File: config.mk
export PLATFORM = sky130hd
export DESIGN_NAME = qpmu_top
export DESIGN_NICKNAME = d
export VERILOG_FILES = /design/src/rtl/qpmu_pkg.sv /design/src/rtl/qpmu_fifo.sv /design/src/rtl/qpmu_irq.sv /design/src/rtl/qpmu_top.sv
export SDC_FILE = /design/constraint.sdc
export NUM_CORES = 2
export LEC_CHECK = 0
export BUFFER_PORTS_ARGS = -buffer_cell sky130_fd_sc_hd__buf_2
export CELL_PAD_IN_SITES_DETAIL_PLACEMENT = 0
export CELL_PAD_IN_SITES_GLOBAL_PLACEMENT = 2
export CORE_ASPECT_RATIO = 1.75
export CORE_MARGIN = 1.5
export CORE_UTILIZATION = 50
export CTS_CLUSTER_SIZE = 8
export DETAILED_ROUTE_END_ITERATION = 7
export PLACE_DENSITY = 0.76
export REMOVE_ABC_BUFFERS = 1
export SETUP_SLACK_MARGIN = 0.1
export SLEW_MARGIN = 20
export SYNTH_ARGS = -nofsm -noshare
export SYNTH_HDL_FRONTEND = slang
export SYNTH_SLANG_ARGS = --single-unit
export TNS_END_PERCENT = 5
File: constraint.sdc
create_clock -name clk -period 4.9 [get_ports clk]
set_clock_uncertainty 0.15 [all_clocks]
set_input_delay 0.245 -clock clk [delete_from_list [all_inputs] [get_ports clk]]
set_output_delay 0.245 -clock clk [all_outputs]
set_load 0.01 [all_outputs]
File: src/rtl/qpmu_pkg.sv
package qpmu_pkg;
    localparam int WORD_W = 32;
    localparam int NUM_Q  = 4;

    typedef logic [WORD_W-1:0] word_t;
    typedef logic [7:0]        reg_addr_t;

    // queue indices; overflow flag of queue k sits at outbound status bit 4+k
    localparam int Q_FREE = 0;
    localparam int Q_POST = 1;
    localparam int Q_CPL  = 2;
    localparam int Q_RET  = 3;

    localparam reg_addr_t A_IMSG0 = 8'h10;
    localparam reg_addr_t A_IMSG1 = 8'h14;
    localparam reg_addr_t A_OMSG0 = 8'h18;
    localparam reg_addr_t A_OMSG1 = 8'h1C;
    localparam reg_addr_t A_DBELL = 8'h20;
    localparam reg_addr_t A_ISTAT = 8'h24;
    localparam reg_addr_t A_IMASK = 8'h28;
    localparam reg_addr_t A_OSTAT = 8'h30;
    localparam reg_addr_t A_OMASK = 8'h34;
    localparam reg_addr_t A_INQ   = 8'h40;
    localparam reg_addr_t A_OUTQ  = 8'h44;

    localparam word_t EMPTY_WORD = '1;

    typedef struct packed {
        logic      rd;
        logic      wr;
        reg_addr_t addr;
        word_t     data;
    } host_op_t;

    function automatic word_t cpl_select(word_t w, logic ctx_en, word_t ctx_lo);
        return (ctx_en && w[WORD_W-1]) ? ctx_lo : w;
    endfunction
endpackage

File: src/rtl/qpmu_fifo.sv
module qpmu_fifo #(
    parameter int WIDTH = 32,
    parameter int DEPTH = 32
) (
    input  logic             clk,
    input  logic             rst,
    input  logic             push,
    input  logic             pop,
    input  logic [WIDTH-1:0] din,
    output logic [WIDTH-1:0] dout,
    output logic             empty,
    output logic             full,
    output logic             ovf
);
    localparam int PW = $clog2(DEPTH);

    logic [WIDTH-1:0] mem [DEPTH];
    logic [PW-1:0]    wp, rp;
    logic [PW:0]      cnt;
    logic             do_push, do_pop;

    assign full    = (cnt == (PW+1)'(DEPTH));
    assign empty   = (cnt == '0);
    assign do_push = push && !full;
    assign do_pop  = pop && !empty;
    assign ovf     = push && full;
    assign dout    = mem[rp];

    always_ff @(posedge clk) begin
        if (do_push) mem[wp] <= din;
    end

    always_ff @(posedge clk) begin
        if (rst) begin
            wp  <= '0;
            rp  <= '0;
            cnt <= '0;
        end else begin
            if (do_push) wp <= wp + 1'b1;
            if (do_pop)  rp <= rp + 1'b1;
            cnt <= cnt + (PW+1)'(do_push) - (PW+1)'(do_pop);
        end
    end


    fifo_bound_chk: assert property (@(posedge clk) disable iff (rst)
        cnt <= (PW+1)'(DEPTH));


    drop_full_chk: assert property (@(posedge clk) disable iff (rst)
        (push && full && !pop) |=> (cnt == $past(cnt)));
endmodule

File: src/rtl/qpmu_irq.sv
module qpmu_irq
    import qpmu_pkg::*;
#(
    parameter int DBW = 8
) (
    input  logic             clk,
    input  logic             rst,
    input  host_op_t         op,
    input  logic             cpl_nonempty,
    input  logic [NUM_Q-1:0] q_ovf,
    input  logic [DBW-1:0]   db_clr,
    input  logic [1:0]       iclr,
    output logic [7:0]       ostat,
    output logic [7:0]       omask,
    output logic [2:0]       istat,
    output logic [7:0]       imask,
    output logic [DBW-1:0]   doorbell,
    output logic             host_irq,
    output logic             dev_irq
);
    logic [7:0]     w1c;
    logic [DBW-1:0] db_set;
    logic [1:0]     msg_evt;

    assign w1c     = (op.wr && op.addr == A_OSTAT) ? op.data[7:0] : 8'h00;
    assign db_set  = (op.wr && op.addr == A_DBELL) ? op.data[DBW-1:0] : '0;
    assign msg_evt = {op.wr && op.addr == A_IMSG1, op.wr && op.addr == A_IMSG0};

    always_ff @(posedge clk) begin
        if (rst) begin
            ostat      <= '0;
            omask      <= '0;
            imask      <= '0;
            istat[1:0] <= '0;
            doorbell   <= '0;
        end else begin
            ostat[0] <= cpl_nonempty | (ostat[0] & ~w1c[0]);
            for (int k = 0; k < NUM_Q; k++)
                ostat[4+k] <= q_ovf[k] | (ostat[4+k] & ~w1c[4+k]);
            ostat[3:1] <= '0;
            if (op.wr && op.addr == A_OMASK) omask <= op.data[7:0];
            if (op.wr && op.addr == A_IMASK) imask <= op.data[7:0];
            istat[1:0] <= msg_evt | (istat[1:0] & ~iclr);
            doorbell   <= (doorbell & ~db_clr) | db_set;
        end
    end

    assign istat[2] = |doorbell;
    assign host_irq = |(ostat & ~omask);
    assign dev_irq  = |(istat & ~imask[2:0]);


    cpl_status_chk: assert property (@(posedge clk) disable iff (rst)
        cpl_nonempty |=> ostat[0]);


    ovf_sticky_chk: assert property (@(posedge clk) disable iff (rst)
        (|q_ovf) |=> (|ostat[7:4]));
endmodule

File: src/rtl/qpmu_top.sv
module qpmu_top
    import qpmu_pkg::*;
#(
    parameter int QDEPTH = 32,
    parameter int DBW    = 8
) (
    input  logic             clk,
    input  logic             rst,
    input  logic             h_req,
    input  logic             h_we,
    input  logic [7:0]       h_addr,
    input  logic [31:0]      h_wdata,
    output logic [31:0]      h_rdata,
    output logic             h_rvalid,
    output logic             dev_post_valid,
    output logic [31:0]      dev_post_data,
    input  logic             dev_post_pop,
    input  logic             dev_cpl_push,
    input  logic [31:0]      dev_cpl_word,
    input  logic             dev_cpl_ctx_en,
    input  logic [31:0]      dev_cpl_ctx_lo,
    input  logic             dev_free_push,
    input  logic [31:0]      dev_free_data,
    output logic             dev_ret_valid,
    output logic [31:0]      dev_ret_data,
    input  logic             dev_ret_pop,
    output logic [31:0]      dev_imsg0,
    output logic [31:0]      dev_imsg1,
    input  logic [1:0]       dev_omsg_we,
    input  logic [31:0]      dev_omsg_data,
    output logic [DBW-1:0]   dev_doorbell,
    input  logic [DBW-1:0]   dev_db_clr,
    input  logic [1:0]       dev_iclr,
    output logic             dev_irq,
    output logic             host_irq
);
    host_op_t op;
    assign op = '{rd: h_req && !h_we, wr: h_req && h_we, addr: h_addr, data: h_wdata};

    logic             rd_inq, wr_inq, rd_outq, wr_outq;
    assign rd_inq  = op.rd && op.addr == A_INQ;
    assign wr_inq  = op.wr && op.addr == A_INQ;
    assign rd_outq = op.rd && op.addr == A_OUTQ;
    assign wr_outq = op.wr && op.addr == A_OUTQ;

    logic [NUM_Q-1:0] q_push, q_pop, q_empty, q_full, q_ovf;
    word_t            q_din  [NUM_Q];
    word_t            q_dout [NUM_Q];

    always_comb begin
        q_push[Q_FREE] = dev_free_push;
        q_din[Q_FREE]  = dev_free_data;
        q_pop[Q_FREE]  = rd_inq;
        q_push[Q_POST] = wr_inq;
        q_din[Q_POST]  = op.data;
        q_pop[Q_POST]  = dev_post_pop;
        q_push[Q_CPL]  = dev_cpl_push;
        q_din[Q_CPL]   = cpl_select(dev_cpl_word, dev_cpl_ctx_en, dev_cpl_ctx_lo);
        q_pop[Q_CPL]   = rd_outq;
        q_push[Q_RET]  = wr_outq;
        q_din[Q_RET]   = op.data;
        q_pop[Q_RET]   = dev_ret_pop;
    end

    for (genvar g = 0; g < NUM_Q; g++) begin : g_q
        qpmu_fifo #(.WIDTH(WORD_W), .DEPTH(QDEPTH)) u_fifo (
            .clk  (clk),
            .rst  (rst),
            .push (q_push[g]),
            .pop  (q_pop[g]),
            .din  (q_din[g]),
            .dout (q_dout[g]),
            .empty(q_empty[g]),
            .full (q_full[g]),
            .ovf  (q_ovf[g])
        );
    end

    assign dev_post_valid = !q_empty[Q_POST];
    assign dev_post_data  = q_dout[Q_POST];
    assign dev_ret_valid  = !q_empty[Q_RET];
    assign dev_ret_data   = q_dout[Q_RET];

    logic [7:0] ostat, omask, imask;
    logic [2:0] istat;

    qpmu_irq #(.DBW(DBW)) u_irq (
        .clk         (clk),
        .rst         (rst),
        .op          (op),
        .cpl_nonempty(!q_empty[Q_CPL]),
        .q_ovf       (q_ovf),
        .db_clr      (dev_db_clr),
        .iclr        (dev_iclr),
        .ostat       (ostat),
        .omask       (omask),
        .istat       (istat),
        .imask       (imask),
        .doorbell    (dev_doorbell),
        .host_irq    (host_irq),
        .dev_irq     (dev_irq)
    );

    word_t omsg0, omsg1;

    always_ff @(posedge clk) begin
        if (rst) begin
            dev_imsg0 <= '0;
            dev_imsg1 <= '0;
            omsg0     <= '0;
            omsg1     <= '0;
            h_rdata   <= '0;
            h_rvalid  <= 1'b0;
        end else begin
            if (op.wr && op.addr == A_IMSG0) dev_imsg0 <= op.data;
            if (op.wr && op.addr == A_IMSG1) dev_imsg1 <= op.data;
            if (dev_omsg_we[0]) omsg0 <= dev_omsg_data;
            if (dev_omsg_we[1]) omsg1 <= dev_omsg_data;
            h_rvalid <= op.rd;
            if (op.rd) begin
                case (op.addr)
                    A_IMSG0: h_rdata <= dev_imsg0;
                    A_IMSG1: h_rdata <= dev_imsg1;
                    A_OMSG0: h_rdata <= omsg0;
                    A_OMSG1: h_rdata <= omsg1;
                    A_DBELL: h_rdata <= WORD_W'(dev_doorbell);
                    A_ISTAT: h_rdata <= WORD_W'(istat);
                    A_IMASK: h_rdata <= WORD_W'(imask);
                    A_OSTAT: h_rdata <= WORD_W'(ostat);
                    A_OMASK: h_rdata <= WORD_W'(omask);
                    A_INQ:   h_rdata <= q_empty[Q_FREE] ? EMPTY_WORD : q_dout[Q_FREE];
                    A_OUTQ:  h_rdata <= q_empty[Q_CPL]  ? EMPTY_WORD : q_dout[Q_CPL];
                    default: h_rdata <= '0;
                endcase
            end
        end
    end


    empty_free_read_chk: assert property (@(posedge clk) disable iff (rst)
        (rd_inq && q_empty[Q_FREE]) |=> (h_rdata == EMPTY_WORD));


    post_land_chk: assert property (@(posedge clk) disable iff (rst)
        (wr_inq && q_empty[Q_POST]) |=> (dev_post_valid && dev_post_data == $past(h_wdata)));


    empty_cpl_read_chk: assert property (@(posedge clk) disable iff (rst)
        (rd_outq && q_empty[Q_CPL]) |=> (h_rdata == EMPTY_WORD));
endmodule

==> metrics.txt <==
# TYPE chip_impl_metric gauge
chip_impl_metric{name="layout.cells.non_filler",unit=""} 13500
chip_impl_metric{name="clock_tree.buffer_depth",unit=""} 4
chip_impl_metric{name="placementRows",unit=""} 281
chip_impl_metric{name="num-nets-final",unit=""} 9148
chip_impl_metric{name="synth-edff-count",unit=""} 4096
chip_impl_metric{name="floorplan.die_area",unit="sq um"} 340000
chip_impl_metric{name="drv.max_cap_violation_count",unit=""} 0
chip_impl_info{name="cp-start-kind",value="flip-flop"} 1
chip_impl_metric{name="die_height",unit="um"} 771
chip_impl_info{name="rsz0062_at_grt",value="false"} 1
chip_impl_metric{name="first_pass_grt_wire_length",unit="um"} 659000
chip_impl_metric{name="p_leak",unit="nW"} 62.1
chip_impl_metric{name="routed_wirelength",unit="um"} 469000
chip_impl_metric{name="finalInstanceArea",unit="sq um"} 198000
chip_impl_metric{name="fmax",unit="MHz"} 234
chip_impl_metric{name="maxSlewHeadroom",unit="%"} 16.3
chip_impl_metric{name="post-layout-total-power",unit="W"} 0.0896
chip_impl_metric{name="syn-mean-instance-area",unit="sq um"} 21.7
chip_impl_metric{name="antenna_found_initial",unit=""} 43
chip_impl_metric{name="setup_violations",unit=""} 0
chip_impl_metric{name="fillerInstances",unit=""} 23800
chip_impl_metric{name="routabilityCongestion",unit=""} 0.877
chip_impl_metric{name="detailed_route_drc_error_count",unit=""} 0
chip_impl_metric{name="drt_pre_antenna_iters",unit=""} 6
chip_impl_metric{name="drive_above_1_share",unit="%"} 31.5
chip_impl_metric{name="sum_of_net_half_perimeters_after_detailed_placement",unit="um"} 288000
chip_impl_info{name="status",value="finished, final reports clean"} 1
chip_impl_metric{name="vdd_ir_drop_max",unit="mV"} 0.260
chip_impl_metric{name="synth-seq-area-share",unit="%"} 76.4
chip_impl_info{name="tritoncts",value="yes"} 1
chip_impl_info{name="clk_root_buffer_cell",value="sky130_fd_sc_hd__clkbuf_16"} 1
chip_impl_metric{name="port_buffers",unit=""} 361
chip_impl_metric{name="area.growth.synth_to_final",unit="%"} 17.6
chip_impl_metric{name="ys_ff_latch",unit=""} 4372
chip_impl_metric{name="io_pins",unit=""} 362
chip_impl_metric{name="detail_route.iter0.violations",unit=""} 8384
chip_impl_metric{name="final_min_period_over_clock_period",unit="%"} 87.2
chip_impl_metric{name="clock_buffers_created_by_tritoncts",unit=""} 620
chip_impl_metric{name="cts.htree.levels",unit=""} 6
chip_impl_metric{name="grt_usage",unit="%"} 27.7
chip_impl_metric{name="setup_tns",unit="ns"} 0
chip_impl_metric{name="postSynth.asyncResetShare",unit="%"} 0
chip_impl_metric{name="timing.final.max_slew_violations",unit=""} 0
chip_impl_metric{name="synth_area",unit="sq um"} 168000
chip_impl_metric{name="crit_path_max_fanout",unit=""} 25
chip_impl_metric{name="synth.lib_cells_used.distinct",unit=""} 82
chip_impl_metric{name="layout_min_cycle_time",unit="ns"} 4.27
chip_impl_metric{name="pwr_density_cell",unit="nW/um^2"} 453
chip_impl_metric{name="crit_arrival",unit="ns"} 3.88
chip_impl_metric{name="viasPerCell",unit=""} 6.22
chip_impl_info{name="ys_dominant_reg_cell",value="sky130_fd_sc_hd__edfxtp_1"} 1
chip_impl_metric{name="cts_setup_buffers",unit=""} 0
chip_impl_metric{name="final_core_util",unit="%"} 59.1
chip_impl_metric{name="critPathRequiredTime",unit="ns"} 4.51
chip_impl_metric{name="core-area",unit="sq um"} 335000
chip_impl_metric{name="synth.yosys.warnings",unit=""} 0
chip_impl_metric{name="grt_remaining_overflow",unit=""} 0
chip_impl_metric{name="wl_per_cell",unit="um"} 34.6
chip_impl_info{name="path_class",value="flip-flop to output port"} 1
chip_impl_metric{name="first_global_vias",unit=""} 88200
chip_impl_metric{name="finalHoldViolations",unit=""} 0
chip_impl_metric{name="cts.repair.resized",unit=""} 0
chip_impl_metric{name="place.detailed.instances",unit=""} 12400
chip_impl_info{name="critical_path.endpoint_type",value="output port"} 1
chip_impl_metric{name="grt_start_max_net_pins",unit=""} 144
chip_impl_metric{name="ant_nets",unit=""} 0
chip_impl_metric{name="worst-slew-pin-transition",unit="ns"} 1.24
chip_impl_info{name="hold_path_class",value="input port to flip-flop"} 1
chip_impl_metric{name="floorplan.initialDensity",unit="%"} 50.3
chip_impl_metric{name="vias",unit=""} 84200
chip_impl_metric{name="clkTransAtPathRegs",unit="ns"} 0.05
chip_impl_metric{name="netlist_instances",unit=""} 7747
chip_impl_metric{name="clock_insertion_delay_at_the_later_pin_of_the_skew_report",unit="ns"} 0.95
chip_impl_metric{name="fp.dieW",unit="um"} 442
chip_impl_metric{name="dpl_cell_area",unit="sq um"} 179000
chip_impl_metric{name="clock_sinks",unit=""} 4372
-- worst max-delay path, cell delays in order (launching register included) --
cell and delay (ns):
sky130_fd_sc_hd__dfxtp_4 0.71, sky130_fd_sc_hd__buf_4 0.48, sky130_fd_sc_hd__mux4_2 0.57, sky130_fd_sc_hd__mux4_2 0.59
sky130_fd_sc_hd__mux2_2 0.38, sky130_fd_sc_hd__buf_2 0.17
-- power breakdown --
group | internal [W] | switching [W]
clock | 0.0234 | 0.0149
combinational | 0.00439 | 0.00517
sequential | 0.0414 | 0.000330
-- layout by cell type, fill, tap and decap left out, types with 12 or more instances in the layout --
| cell type | synthesis | routed |
|---|---|---|
| sky130_fd_sc_hd__o22ai_1 | 42 | 42 |
| sky130_fd_sc_hd__edfxtp_1 | 4096 | 4096 |
| sky130_fd_sc_hd__nor2b_1 | 31 | 31 |
| sky130_fd_sc_hd__nand3_1 | 39 | 37 |
| sky130_fd_sc_hd__buf_4 | 22 | 309 |
| sky130_fd_sc_hd__ha_1 | 56 | 56 |
| sky130_fd_sc_hd__mux2_2 | 105 | 105 |
| sky130_fd_sc_hd__dlygate4sd3_1 | 0 | 202 |
| sky130_fd_sc_hd__or3_1 | 25 | 25 |
| sky130_fd_sc_hd__buf_2 | 111 | 368 |
| sky130_fd_sc_hd__a221oi_1 | 12 | 12 |
| sky130_fd_sc_hd__a21oi_1 | 139 | 139 |
| sky130_fd_sc_hd__nor2_1 | 365 | 232 |
| sky130_fd_sc_hd__xnor2_1 | 18 | 18 |
| sky130_fd_sc_hd__a22o_1 | 32 | 32 |
| sky130_fd_sc_hd__a32o_1 | 13 | 13 |
| sky130_fd_sc_hd__nand2_1 | 253 | 252 |
| sky130_fd_sc_hd__nand4_1 | 22 | 22 |
| sky130_fd_sc_hd__nor3_1 | 34 | 33 |
| sky130_fd_sc_hd__mux2i_1 | 231 | 231 |
| sky130_fd_sc_hd__xor2_1 | 27 | 27 |
| sky130_fd_sc_hd__inv_1 | 62 | 62 |
| sky130_fd_sc_hd__clkbuf_16 | 0 | 641 |
| sky130_fd_sc_hd__o221ai_1 | 16 | 16 |
| sky130_fd_sc_hd__mux4_2 | 1160 | 1160 |
| sky130_fd_sc_hd__dfxtp_1 | 276 | 259 |
| sky130_fd_sc_hd__o21ai_0 | 18 | 17 |
| sky130_fd_sc_hd__nor2_4 | 0 | 130 |
| sky130_fd_sc_hd__diode_2 | 0 | 19 |
| sky130_fd_sc_hd__dfxtp_4 | 0 | 13 |
| sky130_fd_sc_hd__buf_12 | 0 | 74 |
| sky130_fd_sc_hd__a22oi_1 | 53 | 53 |
| sky130_fd_sc_hd__clkbuf_1 | 216 | 197 |
| sky130_fd_sc_hd__inv_6 | 0 | 15 |
-- what timing repair did --
item                       in CTS  in global routing
hold buffers                  213                  0
hold endpoints to repair     3429                  0
setup endpoints to repair       0                  0
-- routing by layer --
metal	global-route usage [%]	up-vias	share of wire [%]
met3	4.48	875	7.0
met4	13.2	12	5.3
li1	-	34600	-
met1	33.8	45100	35
met5	0	-	0.013
met2	48.1	3650	52
-- worst paths after layout --
check,end,from,depth (start not counted),slack [ns]
min,g_q[2].u_fifo.mem[8][10],dev_cpl_ctx_lo[10],2,0.03
max,dev_ret_data[13],flip-flop,5,0.63
min reg2reg,dev_imsg0[18],dev_imsg0[18],2,0.32
max reg2reg,g_q[2].u_fifo.mem[27][25],g_q[2].u_fifo.cnt[2],6,1.06
-- cells by family (layout without fill, tap and decap cells) --
logic type	Yosys count	in the layout	share of synthesized area (%)
buffers and inverters	487	1880	1.24
adder cells (fa/ha/maj)	60	60	0.464
AO/OA/AOI/OAI	433	433	1.81
other	0	19	0
XOR/XNOR	45	45	0.234
AND/OR/NAND/NOR	854	854	2.29
multiplexers	1496	1496	17.6
flip-flops	4372	4372	76.4
-- registers in the layout (all words and copies together) (netlist names), 24 cells and up, named ones only --
register        cells
dev_imsg1          32
dev_imsg0          32
omsg0              32
omsg1              32
g_q.u_fifo.cnt     24
h_rdata            32
g_q.u_fifo.mem   4096
-- synth_stat cells (all sizes together) (11+ instances only) --
cell	instances	area share, %
xor2	27	0.14
a22oi	53	0.24
inv	62	0.14
buf	207	0.62
dfxtp	276	3.3
edfxtp	4096	73
clkbuf	217	0.48
nand4	22	0.082
ha	56	0.42
o21ai	18	0.054
xnor2	18	0.094
mux2	105	0.70
nor3	38	0.13
o221ai	16	0.083
a32o	13	0.077
mux4	1160	16
a22o	32	0.17
a21oi	139	0.41
a211oi	11	0.056
a221oi	12	0.062
nor2b	31	0.12
nand3b	11	0.049
a32oi	11	0.057
or3	25	0.093
o22ai	42	0.16
a2111oi	19	0.10
nor2	367	0.82
nand2	253	0.56
mux2i	231	1.4
nand3	39	0.12
-- final cells by class --
class,instances,area (sq um),area share [%]
inverter,63,236,0.120
multi-input combinational,2888,38800,19.6
clock buffer,838,16800,8.48
clock inverter,25,277,0.140
sequential,4372,129000,65.0
antenna,19,47.5,0.0240
timing repair buffer,954,7680,3.88
tap,4386,5490,2.77
-- through the flow --
stage / setup WS (ns) / hold slack (ns)
global placement: 0.569 / 0.303
detailed placement: 0.961 / 0.311
global route: 0.416 / 0.0335
floorplan: -8.13 / 0.162
finish: 0.626 / 0.0327
CTS: 0.459 / 0.000558
Note: power is estimated with default switching activity, not from simulation.
